File: config.mk
export PLATFORM = sky130hd
export DESIGN_NAME = scan_irq_top
export DESIGN_NICKNAME = d
export VERILOG_FILES = /design/src/rtl/scan_irq_pkg.sv /design/src/rtl/scan_irq_ctrl.sv /design/src/rtl/scan_irq_dpath.sv /design/src/rtl/scan_irq_top.sv
export SDC_FILE = /design/constraint.sdc
export NUM_CORES = 1
export LEC_CHECK = 0
export BUFFER_PORTS_ARGS = -buffer_cell sky130_fd_sc_hd__buf_2
export CAP_MARGIN = 20
export CORE_MARGIN = 10
export CORE_UTILIZATION = 30
export DETAILED_ROUTE_END_ITERATION = 12
export PLACE_DENSITY = 0.57
export SLEW_MARGIN = 5
export SYNTH_ARGS = -nofsm -noshare
export SYNTH_HDL_FRONTEND = slang
export SYNTH_SLANG_ARGS = --single-unit
File: constraint.sdc
create_clock -name clk -period 1.79 [get_ports clk]
set_clock_uncertainty 0.1 [all_clocks]
set_input_delay 0.2685 -clock clk [delete_from_list [all_inputs] [get_ports clk]]
set_output_delay 0.2685 -clock clk [all_outputs]
set_load 0.05 [all_outputs]
File: src/rtl/scan_irq_pkg.sv
package scan_irq_pkg;
  // Strobes from the control decoder to the datapath, one cycle each.
  typedef struct packed {
    logic loadTarget;   // CPU writes the target line
    logic loadControl;  // CPU writes the control byte
    logic lineReset;    // line pulse outside rendering
    logic lineStep;     // line pulse inside rendering
    logic ackStatus;    // CPU reads the status byte
  } irqStrobes_t;
endpackage

File: src/rtl/scan_irq_ctrl.sv
module scan_irq_ctrl
  import scan_irq_pkg::*;
#(
  parameter int ADDR_W = 16,
  parameter logic [ADDR_W-1:0] TARGET_ADDR = 16'h5203,
  parameter logic [ADDR_W-1:0] CONTROL_ADDR = 16'h5204
) (
  input  logic              lineTick,
  input  logic              renderActive,
  input  logic [ADDR_W-1:0] cpuAddr,
  input  logic              cpuWrEn,
  input  logic              cpuRdEn,
  output irqStrobes_t       strobes,
  output logic              statusSel
);
  logic hitTarget;
  logic hitControl;

  assign hitTarget  = (cpuAddr == TARGET_ADDR);
  assign hitControl = (cpuAddr == CONTROL_ADDR);

  always_comb begin
    strobes             = '0;
    strobes.loadTarget  = cpuWrEn && hitTarget;
    strobes.loadControl = cpuWrEn && hitControl;
    strobes.lineReset   = lineTick && !renderActive;
    strobes.lineStep    = lineTick && renderActive;
    strobes.ackStatus   = cpuRdEn && hitControl;
  end

  assign statusSel = cpuRdEn && hitControl;
endmodule

File: src/rtl/scan_irq_dpath.sv
module scan_irq_dpath
  import scan_irq_pkg::*;
#(
  parameter int DATA_W = 8,
  parameter int LINE_W = 8,
  parameter logic [DATA_W-1:0] ARM_VALUE = 8'h80,
  parameter int PEND_BIT = 7,
  parameter int FRAME_BIT = 6
) (
  input  logic              clk,
  input  logic              rst_n,
  input  irqStrobes_t       strobes,
  input  logic [DATA_W-1:0] wrData,
  output logic [DATA_W-1:0] statusByte,
  output logic              irqOut,
  output logic [LINE_W-1:0] lineCount,
  output logic              pendingFlag,
  output logic [LINE_W-1:0] targetVal
);
  localparam logic [LINE_W-1:0] COUNT_MAX = '1;

  logic [DATA_W-1:0] controlReg;
  logic              inFrame;
  logic [LINE_W-1:0] nextCount;
  logic              atMax;
  logic              lineHit;

  assign atMax     = (lineCount == COUNT_MAX);
  assign nextCount = lineCount + 1'b1;
  assign lineHit   = strobes.lineStep && !atMax && (nextCount == targetVal);

  always_ff @(posedge clk) begin
    if (!rst_n) begin
      targetVal  <= '0;
      controlReg <= '0;
    end else begin
      if (strobes.loadTarget)  targetVal  <= wrData[LINE_W-1:0];
      if (strobes.loadControl) controlReg <= wrData;
    end
  end

  always_ff @(posedge clk) begin
    if (!rst_n) begin
      lineCount <= '0;
      inFrame   <= 1'b0;
    end else if (strobes.lineReset) begin
      lineCount <= '0;
      inFrame   <= 1'b0;
    end else if (strobes.lineStep) begin
      if (!atMax) lineCount <= nextCount;
      inFrame <= 1'b1;
    end
  end

  // A firing line outranks an acknowledge in the same cycle.
  always_ff @(posedge clk) begin
    if (!rst_n)                 pendingFlag <= 1'b0;
    else if (strobes.lineReset) pendingFlag <= 1'b0;
    else if (lineHit)           pendingFlag <= 1'b1;
    else if (strobes.ackStatus) pendingFlag <= 1'b0;
  end

  always_comb begin
    statusByte            = '0;
    statusByte[PEND_BIT]  = pendingFlag;
    statusByte[FRAME_BIT] = inFrame;
  end

  assign irqOut = pendingFlag && (controlReg == ARM_VALUE);
endmodule

File: src/rtl/scan_irq_top.sv
module scan_irq_top
  import scan_irq_pkg::*;
#(
  parameter int ADDR_W = 16,
  parameter int DATA_W = 8,
  parameter int LINE_W = 8
) (
  input  logic              clk,
  input  logic              rst_n,
  input  logic              lineTick,
  input  logic              renderActive,
  input  logic [ADDR_W-1:0] cpuAddr,
  input  logic              cpuWrEn,
  input  logic [DATA_W-1:0] cpuWrData,
  input  logic              cpuRdEn,
  output logic [DATA_W-1:0] cpuRdData,
  output logic              irqOut
);
  irqStrobes_t       strobes;
  logic              statusSel;
  logic [DATA_W-1:0] statusByte;
  logic [LINE_W-1:0] lineCount;
  logic              pendingFlag;
  logic [LINE_W-1:0] targetVal;

  scan_irq_ctrl #(.ADDR_W(ADDR_W)) u_ctrl (
    .lineTick(lineTick), .renderActive(renderActive), .cpuAddr(cpuAddr),
    .cpuWrEn(cpuWrEn), .cpuRdEn(cpuRdEn), .strobes(strobes), .statusSel(statusSel)
  );

  scan_irq_dpath #(.DATA_W(DATA_W), .LINE_W(LINE_W)) u_dpath (
    .clk(clk), .rst_n(rst_n), .strobes(strobes), .wrData(cpuWrData),
    .statusByte(statusByte), .irqOut(irqOut), .lineCount(lineCount),
    .pendingFlag(pendingFlag), .targetVal(targetVal)
  );

  assign cpuRdData = statusSel ? statusByte : '0;
endmodule

==> metrics.txt, run 1 <==
post-synthesis simple-gate area fraction=0.282; metal1 wirelength=1510 µm; Rows=24; maximum vdd drop=0.000226 V; CTS tree=done; die area=7800 µm²; Residual DRC=0; violated checks=negative setup slack; Post-synth top flop=dfxtp_1; post-route ant nets=0; most common cell after layout, fill and taps aside=buf_2; pre-CTS setup slack=-272 ps; most frequent cells in the layout=28 x buf_2, 22 x dfxtp_1, 17 x nor2b_1, 17 x buf_4; vias in the first global route=1194; initial antenna violation count=0; DR WL met3=264 µm; CTS Buf Count=3; CP Max Fanout=3; Initial Utilization=0.315; Layout Cells excl Fill=254; total grt overflow=0; Syn Inst Count=153; Clock Pin Slew Worst Setup and Hold Paths=90 ps; cell area power density=637 nW/µm²; multiplexer area fraction after synthesis=0.122; Yosys cell types=40; Via Count=1178; startpoint types=input port; Longest Clk Path Bufs=2; post-synthesis xor/xnor area fraction=0.100; final setup violation count=3; fin area=1890 µm²; fin crit share=1.05; Period minus WS final=1880 ps; worst flop-to-flop path endpoint=u_dpath.pendingFlag; static leakage=0.819 nW; DR WL/cell=12.6 µm; root buf cell=clkbuf_8; GPL Wtd Cong=0.773; max layer used=met4; CORE AREA=4440 µm²; Core Util, Final=0.425; FF/Latch Area=526 µm²; Reg2Reg Depth=5; EDFF count, synth=0; WHS Path Cells=3; hold path start=cpuWrData[4]; Die Wd=88.3 µm; synth warn=0; Top-Level Pins=39; DP Area=1700 µm²; fin worst setup slack=-88.0 ps; Net Sw Power=265 µW; DP HPWL=2530 µm; Multi-input gate area=883 µm²; via density per instance=4.64; Sw Ratio=0.220; Placed Cells=246; Critical R2R Launch=u_dpath.lineCount[3]; FF-to-FF setup slack=140 ps; status=finished with violations; Total Neg Setup Slack=-238 ps; portion of total power attributed to sequential cells=0.489; Synth Register Bits=26; Pre-Repair DR Iteration Count=2; diodes inserted=0; required time worst endpoint=1420 ps; GRT Total Usage=0.0804; Synth Area in Compound Gates=0.0545; ys async rst share=0; final WL=3200 µm; H-tree depth=1; Area Growth Syn to Fin=34.8%; P_int=939 µW; CP Capture Point=cpuRdData[7]; Hold WS=169 ps; highest attainable clock frequency=532 MHz; syn_area_per_cell=9.16 µm²; die height=88.3 µm; logic gate share of total power=0.108; Max-cap violations=0; Final nets=234; adder-cell share of the synthesized area=0.00893; Crit Path Class=input port to output port; worst min path class=input port to flop; Initial DRC Count=27; synthesized area=1400 µm²; Clk pwr share=0.404; filler cell count=457; largest family of logic cells by synthesized area=simple AND/OR/NAND/NOR gates; CTS Sinks=26; DR WL met2=1410 µm; share of post-route cells with drive strength above 1=0.376; Tot Pwr=1.20 mW; Hold Vio Cnt, Final=0; IO buf count=32; first-pass GRT wire length=5290 µm; unrepaired setup endpoints after global routing=yes; largest net degree at the start of global routing=17; Pins Over Slew Limit=0; post-synthesis sequential area ratio=0.371; Crit. End Element=output port; Setup crit start=cpuAddr[7]; Clk Latency, worst-skew pair=270 ps; Hold Buf Count CTS=0; Worst EP arrival=1510 ps
## worst max-delay path, cell delays in order
cell and delay [ps]:
buf_2 100, or4b_4 560, nor2_2 110, and3_4 200, and2_4 140, buf_8 140
## power by group through the flow
stage | clock network [mW] | registers, mW | logic, mW
after global routing | 0.526 | 0.590 | 0.140
after floorplan | 0 | 0.601 | 0.0758
after global placement | 0 | 0.602 | 0.121
after detailed placement | 0 | 0.602 | 0.122
final | 0.486 | 0.588 | 0.130
after CTS | 0.507 | 0.589 | 0.126
## state kept, by name, indices dropped and copies added (netlist names)
| register | cells |
|---|---|
| u_dpath.pendingFlag | 1 |
| u_dpath.inFrame | 1 |
| u_dpath.lineCount | 8 |
| u_dpath.controlReg | 8 |
| u_dpath.targetVal | 8 |
## worst min path at each step
stage / end / slack (ps)
after floorplan: u_dpath.inFrame / 280
after global placement: u_dpath.inFrame / 350
after detailed placement: u_dpath.inFrame / 360
after CTS: u_dpath.controlReg[4] / 170
after global routing: u_dpath.controlReg[4] / 170
final: u_dpath.controlReg[4] / 170
## logic make-up (layout without fill, tap and decap cells)
kind of cell / after synthesis / in the layout
other: 1 / 6
AND/OR/NAND/NOR: 69 / 69
flip-flops: 26 / 26
XOR/XNOR: 16 / 16
multiplexers: 17 / 17
adder cells (fa/ha/maj): 1 / 1
buffers and inverters: 11 / 55
AO/OA/AOI/OAI: 12 / 12
## metal layers
metal	up-vias	track usage
li1	608	-
met3	2	0.0221
met1	540	0.0977
met2	28	0.136
met5	-	0
met4	0	0.0220
## timing repair
| item | in CTS | in global routing |
|---|---|---|
| pin swaps | 5 | 5 |
| setup endpoints to repair | 3 | 10 |
| resized for setup | 15 | 10 |
| cloned | 0 | 0 |
| setup buffers | 2 | 2 |
## final cells by class
| type | instances | area share |
|---|---|---|
| clock buffer | 3 | 0.0219 |
| clock inverter | 1 | 0.0159 |
| inverter | 1 | 0.00199 |
| multi-input combinational | 121 | 0.468 |
| sequential | 26 | 0.278 |
| tap | 52 | 0.0344 |
| timing repair buffer | 50 | 0.180 |
## cell usage after synthesis, types with 2 or more instances
cell type	count	area (µm²)
and2_1	2	12.5
buf_4	6	45.0
clkbuf_1	2	7.51
dfxtp_1	26	521
mux2i_1	16	160
nand2_1	8	30.0
nand2b_1	2	12.5
nand3_1	5	25.0
nor2_1	17	63.8
nor2b_1	17	106
nor3_1	2	10.0
nor4_1	2	12.5
o21ai_0	6	30.0
or3b_2	2	17.5
xnor2_1	8	70.1
xor2_1	8	70.1
Power figures use the tool's default switching activity.
==> run 2: changes to the inputs <==
- CORE_UTILIZATION: 30 -> 55
- PLACE_DENSITY: 0.57 -> 0.87
- clock period: 1.79 -> 2.23 ns (I/O delays scaled with it)
==> run 2 against run 1 <==
  * The run now ends clean
  * Sequential cell count unchanged
  * Core utilization increased by 23 points
  * Design area decreased by 15%
  * Final cell count decreased by 16%
  * Via count decreased by 3.6%
  * Routed wire length decreased by 8.3%
  * Critical path type unchanged
  * Critical endpoint unchanged
  * Highest routed layer unchanged
==> metrics.txt, run 2 (synthesis gave the netlist of run 1 again) <==
CP Max Fanout=3 (unchanged); unrepaired setup endpoints after global routing=no (was yes); share of post-route cells with drive strength above 1=0.245 (was 0.376); most frequent cells in the layout=30 x buf_2, 26 x dfxtp_1, 17 x nor2_1, 17 x nor2b_1, 16 x mux2i_1 (was 28 x buf_2, 22 x dfxtp_1, 17 x nor2b_1, 17 x buf_4); root buf cell=clkbuf_4 (was clkbuf_8); Top-Level Pins=39 (unchanged); static leakage=0.673 nW (was 0.819 nW); post-route ant nets=0 (unchanged); H-tree depth=1 (unchanged); vias in the first global route=1181 (was 1194); CTS Sinks=26 (unchanged); post-CTS setup buffer count=0 (was 2); largest net degree at the start of global routing=18 (was 17); maximum vdd drop=0.000371 V (was 0.000226 V); Hold WS=192 ps (was 169 ps); Largest regs=u_dpath.controlReg x8, u_dpath.lineCount x8, u_dpath.targetVal x8 (unchanged); Area Growth Syn to Fin=14.0% (was 34.8%); Die Wd=70.5 µm (was 88.3 µm); Period minus WS final=2160 ps; Reg2Reg Depth=6 (was 5); worst flop-to-flop path endpoint=u_dpath.lineCount[7] (was u_dpath.pendingFlag); total grt overflow=0 (unchanged); Initial DRC Count=26 (was 27); GPL Wtd Cong=0.843 (was 0.773); Initial Utilization=0.571 (was 0.315); CORE AREA=2450 µm² (was 4440 µm²); IO buf count=32 (unchanged); die height=70.5 µm (was 88.3 µm); highest attainable clock frequency=462 MHz; DR WL/cell=13.7 µm (was 12.6 µm); Longest Clk Path Bufs=2 (unchanged); met2 Use GR=0.206 (was 0.136); Crit Path Class=input port to output port (unchanged); FF-to-FF setup slack=260 ps (was 140 ps); grt met1 use=0.124 (was 0.0977); CTS Buf Count=3 (unchanged); Worst Hold End=u_dpath.controlReg[4] (unchanged); Clock Pin Slew Worst Setup and Hold Paths=120 ps (was 90 ps); CTS tree=done (unchanged); Crit. End Element=output port (unchanged); Critical R2R Launch=u_dpath.lineCount[0] (was u_dpath.lineCount[3]); fin crit share=0.970; Max-cap violations=0 (unchanged); WHS Path Cells=3 (unchanged); worst min path class=input port to flop (unchanged); Sw Ratio=0.245 (was 0.220); Hold Vio Cnt, Final=0 (unchanged); P_int=569 µW (was 939 µW); portion of total power attributed to sequential cells=0.628 (was 0.489); logic gate share of total power=0.118 (was 0.108); hold path start=cpuWrData[4] (unchanged); Via Count=1136 (was 1178); filler cell count=221 (was 457); Total Neg Setup Slack=0 ps (was -238 ps); GRT Max-Usage Layer=met2 (unchanged); Pre-Repair DR Iteration Count=4 (was 2); Clk pwr share=0.254 (was 0.404); first-pass GRT wire length=4960 µm (was 5290 µm); via density per instance=5.31 (was 4.64); required time worst endpoint=1800 ps (was 1420 ps); cell area power density=471 nW/µm² (was 637 nW/µm²); DP HPWL=2430 µm (was 2530 µm); met3 usage=0.0395 (was 0.0221); Clk Latency, worst-skew pair=310 ps (was 270 ps); GRT Total Usage=0.116 (was 0.0804); startpoint types=input port (unchanged); status=completed (was finished with violations); Residual DRC=0 (unchanged); final setup violation count=0 (was 3); initial antenna violation count=0 (unchanged); most common cell after layout, fill and taps aside=buf_2 (unchanged); Worst EP arrival=1730 ps (was 1510 ps); die area=4970 µm² (was 7800 µm²); Final nets=217 (was 234); final WL=2930 µm (was 3200 µm); Rows=18 (was 24); diodes inserted=0 (unchanged); Net Sw Power=185 µW (was 265 µW); Pins Over Slew Limit=0 (unchanged)
## run 2: changes by cell type in the layout (fill, tap and decap cells not counted), moves of 3 or more
cell and change:
buf_4 -16, clkbuf_4 +4, clkbuf_8 -3, dfxtp_1 +4, dfxtp_2 -4
## run 2: cell type report
cell class / instances / area (µm²) / share of cell area
Sequential cell: 26 / 520 / 0.326
Timing Repair Buffer: 33 / 176 / 0.110
Clock buffer: 3 / 22.5 / 0.0141
Tap cell: 30 / 37.5 / 0.0235
Multi-Input combinational cell: 121 / 837 / 0.524
Inverter: 1 / 3.75 / 0.00235
## run 2: what timing repair did
| action | in CTS | in global routing |
|---|---|---|
| setup endpoints to repair | 1 | 2 |
| hold buffers | 0 | 0 |
| endpoints found under the hold margin | 0 | 0 |
| resized for setup | 2 | 2 |
## run 2: how the worst max path moves through the flow
stage,slack [ps],start,to,cells after the start
2_1_floorplan,180,cpuAddr[11],cpuRdData[6],4
3_3_place_gp,120,cpuAddr[11],cpuRdData[7],6
3_5_place_dp,50,cpuAddr[11],cpuRdData[6],6
4_1_cts,1,u_dpath.controlReg[4],irqOut,3
5_1_grt,30,cpuAddr[11],cpuRdData[6],6
6_report,70,cpuAddr[11],cpuRdData[7],6
## run 2: critical path, cell delays in order
cell and delay [ps]:
buf_2 100, or4b_4 540, nor3_1 170, and3_1 210, and2_1 120, buf_2 260
## run 2: power groups by stage
stage	Combinational [mW]	Sequential, mW	Clock [mW]
after floorplan	0.0608	0.482	0
after global placement	0.0858	0.483	0
after detailed placement	0.0887	0.483	0
after CTS	0.0892	0.473	0.197
after global routing	0.0972	0.474	0.218
final	0.0892	0.473	0.191
## run 2: stage by stage
step / area (µm²) / instances / setup WS [ps] / util / total power, mW
after global placement: 1560 / 211 / 124 / 0.637 / 0.569
after CTS: 1590 / 214 / 1.48 / 0.648 / 0.760
after floorplan: 1440 / 158 / 180 / - / 0.543
after global routing: 1600 / 214 / 27.2 / 0.651 / 0.789
after detailed placement: 1560 / 211 / 48.4 / 0.637 / 0.572
final: 1600 / 214 / 67.6 / 0.651 / 0.753
## run 2: routing by layer
layer,vias up,share of wire
met5,-,0
met4,0,0.0085
met3,4,0.078
met2,39,0.48
met1,518,0.43
li1,575,-
==> run 3: changes to the inputs <==
- SETUP_SLACK_MARGIN: default -> 0.3
==> run 3 against run 2 <==
  * Final cell count grew 1.4%
  * Sequential share of layout area shrank 1.6 points
  * Highest routed layer unchanged
  * Critical path type unchanged
  * Core utilization is 3.6 points higher
  * Total power grew 7.9%
  * Count of clock-buffer cells in the layout up 1
  * Worst hold slack lost 20 ps
  * Global-route usage rose by 1.1 points
==> metrics.txt, run 3 (synthesis gave the netlist of run 1 again) <==
root buf cell=clkbuf_4 (unchanged); Hold Buf Count CTS=0 (unchanged); CORE AREA=2450 µm² (unchanged); Sw Ratio=0.248 (was 0.245); static leakage=0.700 nW (was 0.673 nW); WP buf/inv=2 (unchanged); largest net degree at the start of global routing=18 (unchanged); Worst path max stage delay=540 ps (about the same); startpoint types=input port (unchanged); Clk Latency, worst-skew pair=320 ps (was 310 ps); GRT Max-Usage Layer=met2 (unchanged); first-pass GRT wire length=5290 µm (was 4960 µm); portion of total power attributed to sequential cells=0.583 (was 0.628); Net Sw Power=201 µW (was 185 µW); Rows=18 (unchanged); fin worst setup slack=203 ps (was 67.6 ps); Clk pwr share=0.297 (was 0.254); final WL=3240 µm (was 2930 µm); maximum vdd drop=0.000361 V (was 0.000371 V); Residual DRC=0 (unchanged); die height=70.5 µm (unchanged); Period minus WS final=2030 ps (was 2160 ps); grt met1 use=0.139 (was 0.124); DR WL/cell=14.9 µm (was 13.7 µm); Clock Pin Slew Worst Setup and Hold Paths=140 ps (was 120 ps); cell area power density=482 nW/µm² (was 471 nW/µm²); Via Count=1167 (was 1136); IO buf count=32 (unchanged); most frequent cells in the layout=26 x buf_2, 24 x dfxtp_1, 17 x nor2_1, 17 x nor2b_1, 16 x mux2i_1 (was 30 x buf_2, 26 x dfxtp_1, 17 x nor2_1, 17 x nor2b_1, 16 x mux2i_1); status=completed (unchanged); required time worst endpoint=1800 ps (about the same); CTS tree=done (unchanged); Pre-Repair DR Iteration Count=4 (unchanged); logic gate share of total power=0.120 (was 0.118); Pins Over Slew Limit=0 (unchanged); met2 Use GR=0.226 (was 0.206); Largest regs=u_dpath.controlReg x8, u_dpath.lineCount x8, u_dpath.targetVal x8 (unchanged); final setup violation count=0 (unchanged); met3 usage=0.0381 (was 0.0395); Worst EP arrival=1590 ps (was 1730 ps); Initial Utilization=0.571 (unchanged); Die Wd=70.5 µm (unchanged); fin area=1690 µm² (was 1600 µm²); Tot Pwr=813 µW (was 753 µW); Max-cap violations=0 (unchanged); GRT Total Usage=0.127 (was 0.116); GPL Wtd Cong=0.847 (was 0.843); unrepaired setup endpoints after global routing=yes (was no); Layout Cells excl Fill=217 (was 214); Area Growth Syn to Fin=20.4% (was 14.0%); DP HPWL=2420 µm (was 2430 µm); total grt overflow=0 (unchanged); P_int=611 µW (was 569 µW); Longest Clk Path Bufs=2 (unchanged); kind of cell adding the most delay to the critical path=simple AND/OR/NAND/NOR gates (unchanged); share of post-route cells with drive strength above 1=0.299 (was 0.245); via density per instance=5.38 (was 5.31); Final nets=219 (was 217); Crit Path Class=input port to output port (unchanged); die area=4970 µm² (unchanged); H-tree depth=1 (unchanged); CTS Sinks=26 (unchanged); CP max-delay cell=or4b_4 (unchanged); crit-path cells=buf_6 -> or4b_4 -> nor2_1 -> and3_4 -> and2_4 -> buf_8 (was buf_2 -> or4b_4 -> nor3_1 -> and3_1 -> and2_1 -> buf_2); Initial DRC Count=26 (unchanged); pre-CTS setup slack=51.9 ps (was 48.4 ps); DP Area=1570 µm² (was 1560 µm²); CP Max Fanout=3 (unchanged); vias in the first global route=1185 (was 1181); Total Neg Setup Slack=0 ps (unchanged); Hold Vio Cnt, Final=0 (unchanged); Placed Cells=211 (unchanged); Top-Level Pins=39 (unchanged); CTS Buf Count=3 (unchanged); diodes inserted=0 (unchanged); highest attainable clock frequency=493 MHz (was 462 MHz); most common cell after layout, fill and taps aside=buf_2 (unchanged); worst min path class=input port to flop (unchanged); initial antenna violation count=0 (unchanged); fin crit share=0.909 (was 0.970); post-route ant nets=0 (unchanged); FF-to-FF setup slack=380 ps (was 260 ps); Crit. End Element=output port (unchanged)
[run 3: metrics by stage]
stage / util / hold slack (ps)
global placement: 0.638 / 353
global route: 0.687 / 179
floorplan: - / 330
detailed placement: 0.638 / 363
finish: 0.687 / 172
CTS: 0.683 / 177
[run 3: power groups by stage]
stage               clock network (mW)  registers (mW)  logic [mW]
floorplan                            0           0.482      0.0608
global placement                     0           0.483      0.0858
detailed placement                   0           0.483      0.0889
CTS                              0.244           0.473      0.0954
global route                     0.265           0.475       0.105
finish                           0.241           0.474      0.0976
[run 3: final timing paths]
| kind | startpoint | to | cells past startpoint |
|---|---|---|---|
| worst max register to register | u_dpath.lineCount[2] | u_dpath.pendingFlag | 5 |
| worst min-delay path | cpuWrData[0] | u_dpath.controlReg[0] | 3 |
| worst min register to register | u_dpath.inFrame | u_dpath.inFrame | 2 |
| worst max-delay path | cpuAddr[8] | cpuRdData[6] | 6 |
[run 3: repair_timing]
item,in CTS,in global routing
resized for setup,17,3
setup endpoints to repair,4,10
buffers inserted,2,0
pin swaps,9,0
hold endpoints to repair,0,0
[run 3: per-layer routing]
| layer | vias to the layer above | part of all wire |
|---|---|---|
| li1 | 578 | - |
| met3 | 5 | 0.065 |
| met4 | 0 | 0.012 |
| met1 | 539 | 0.42 |
| met5 | - | 0 |
| met2 | 45 | 0.50 |
[run 3: layout make-up]
cell class | count | area, µm²
Inverter | 1 | 3.75
Clock buffer | 4 | 36.3
Sequential cell | 26 | 523
Fill cell | 203 | 768
Tap cell | 30 | 37.5
Timing Repair Buffer | 35 | 228
Multi-Input combinational cell | 121 | 858
[run 3: worst min-delay path: cells and delay by family]
family | cells | cell delay, ps
muxes | 1 | 60
buffers and inverters | 1 | 90
and+or+nand+nor | 1 | 90
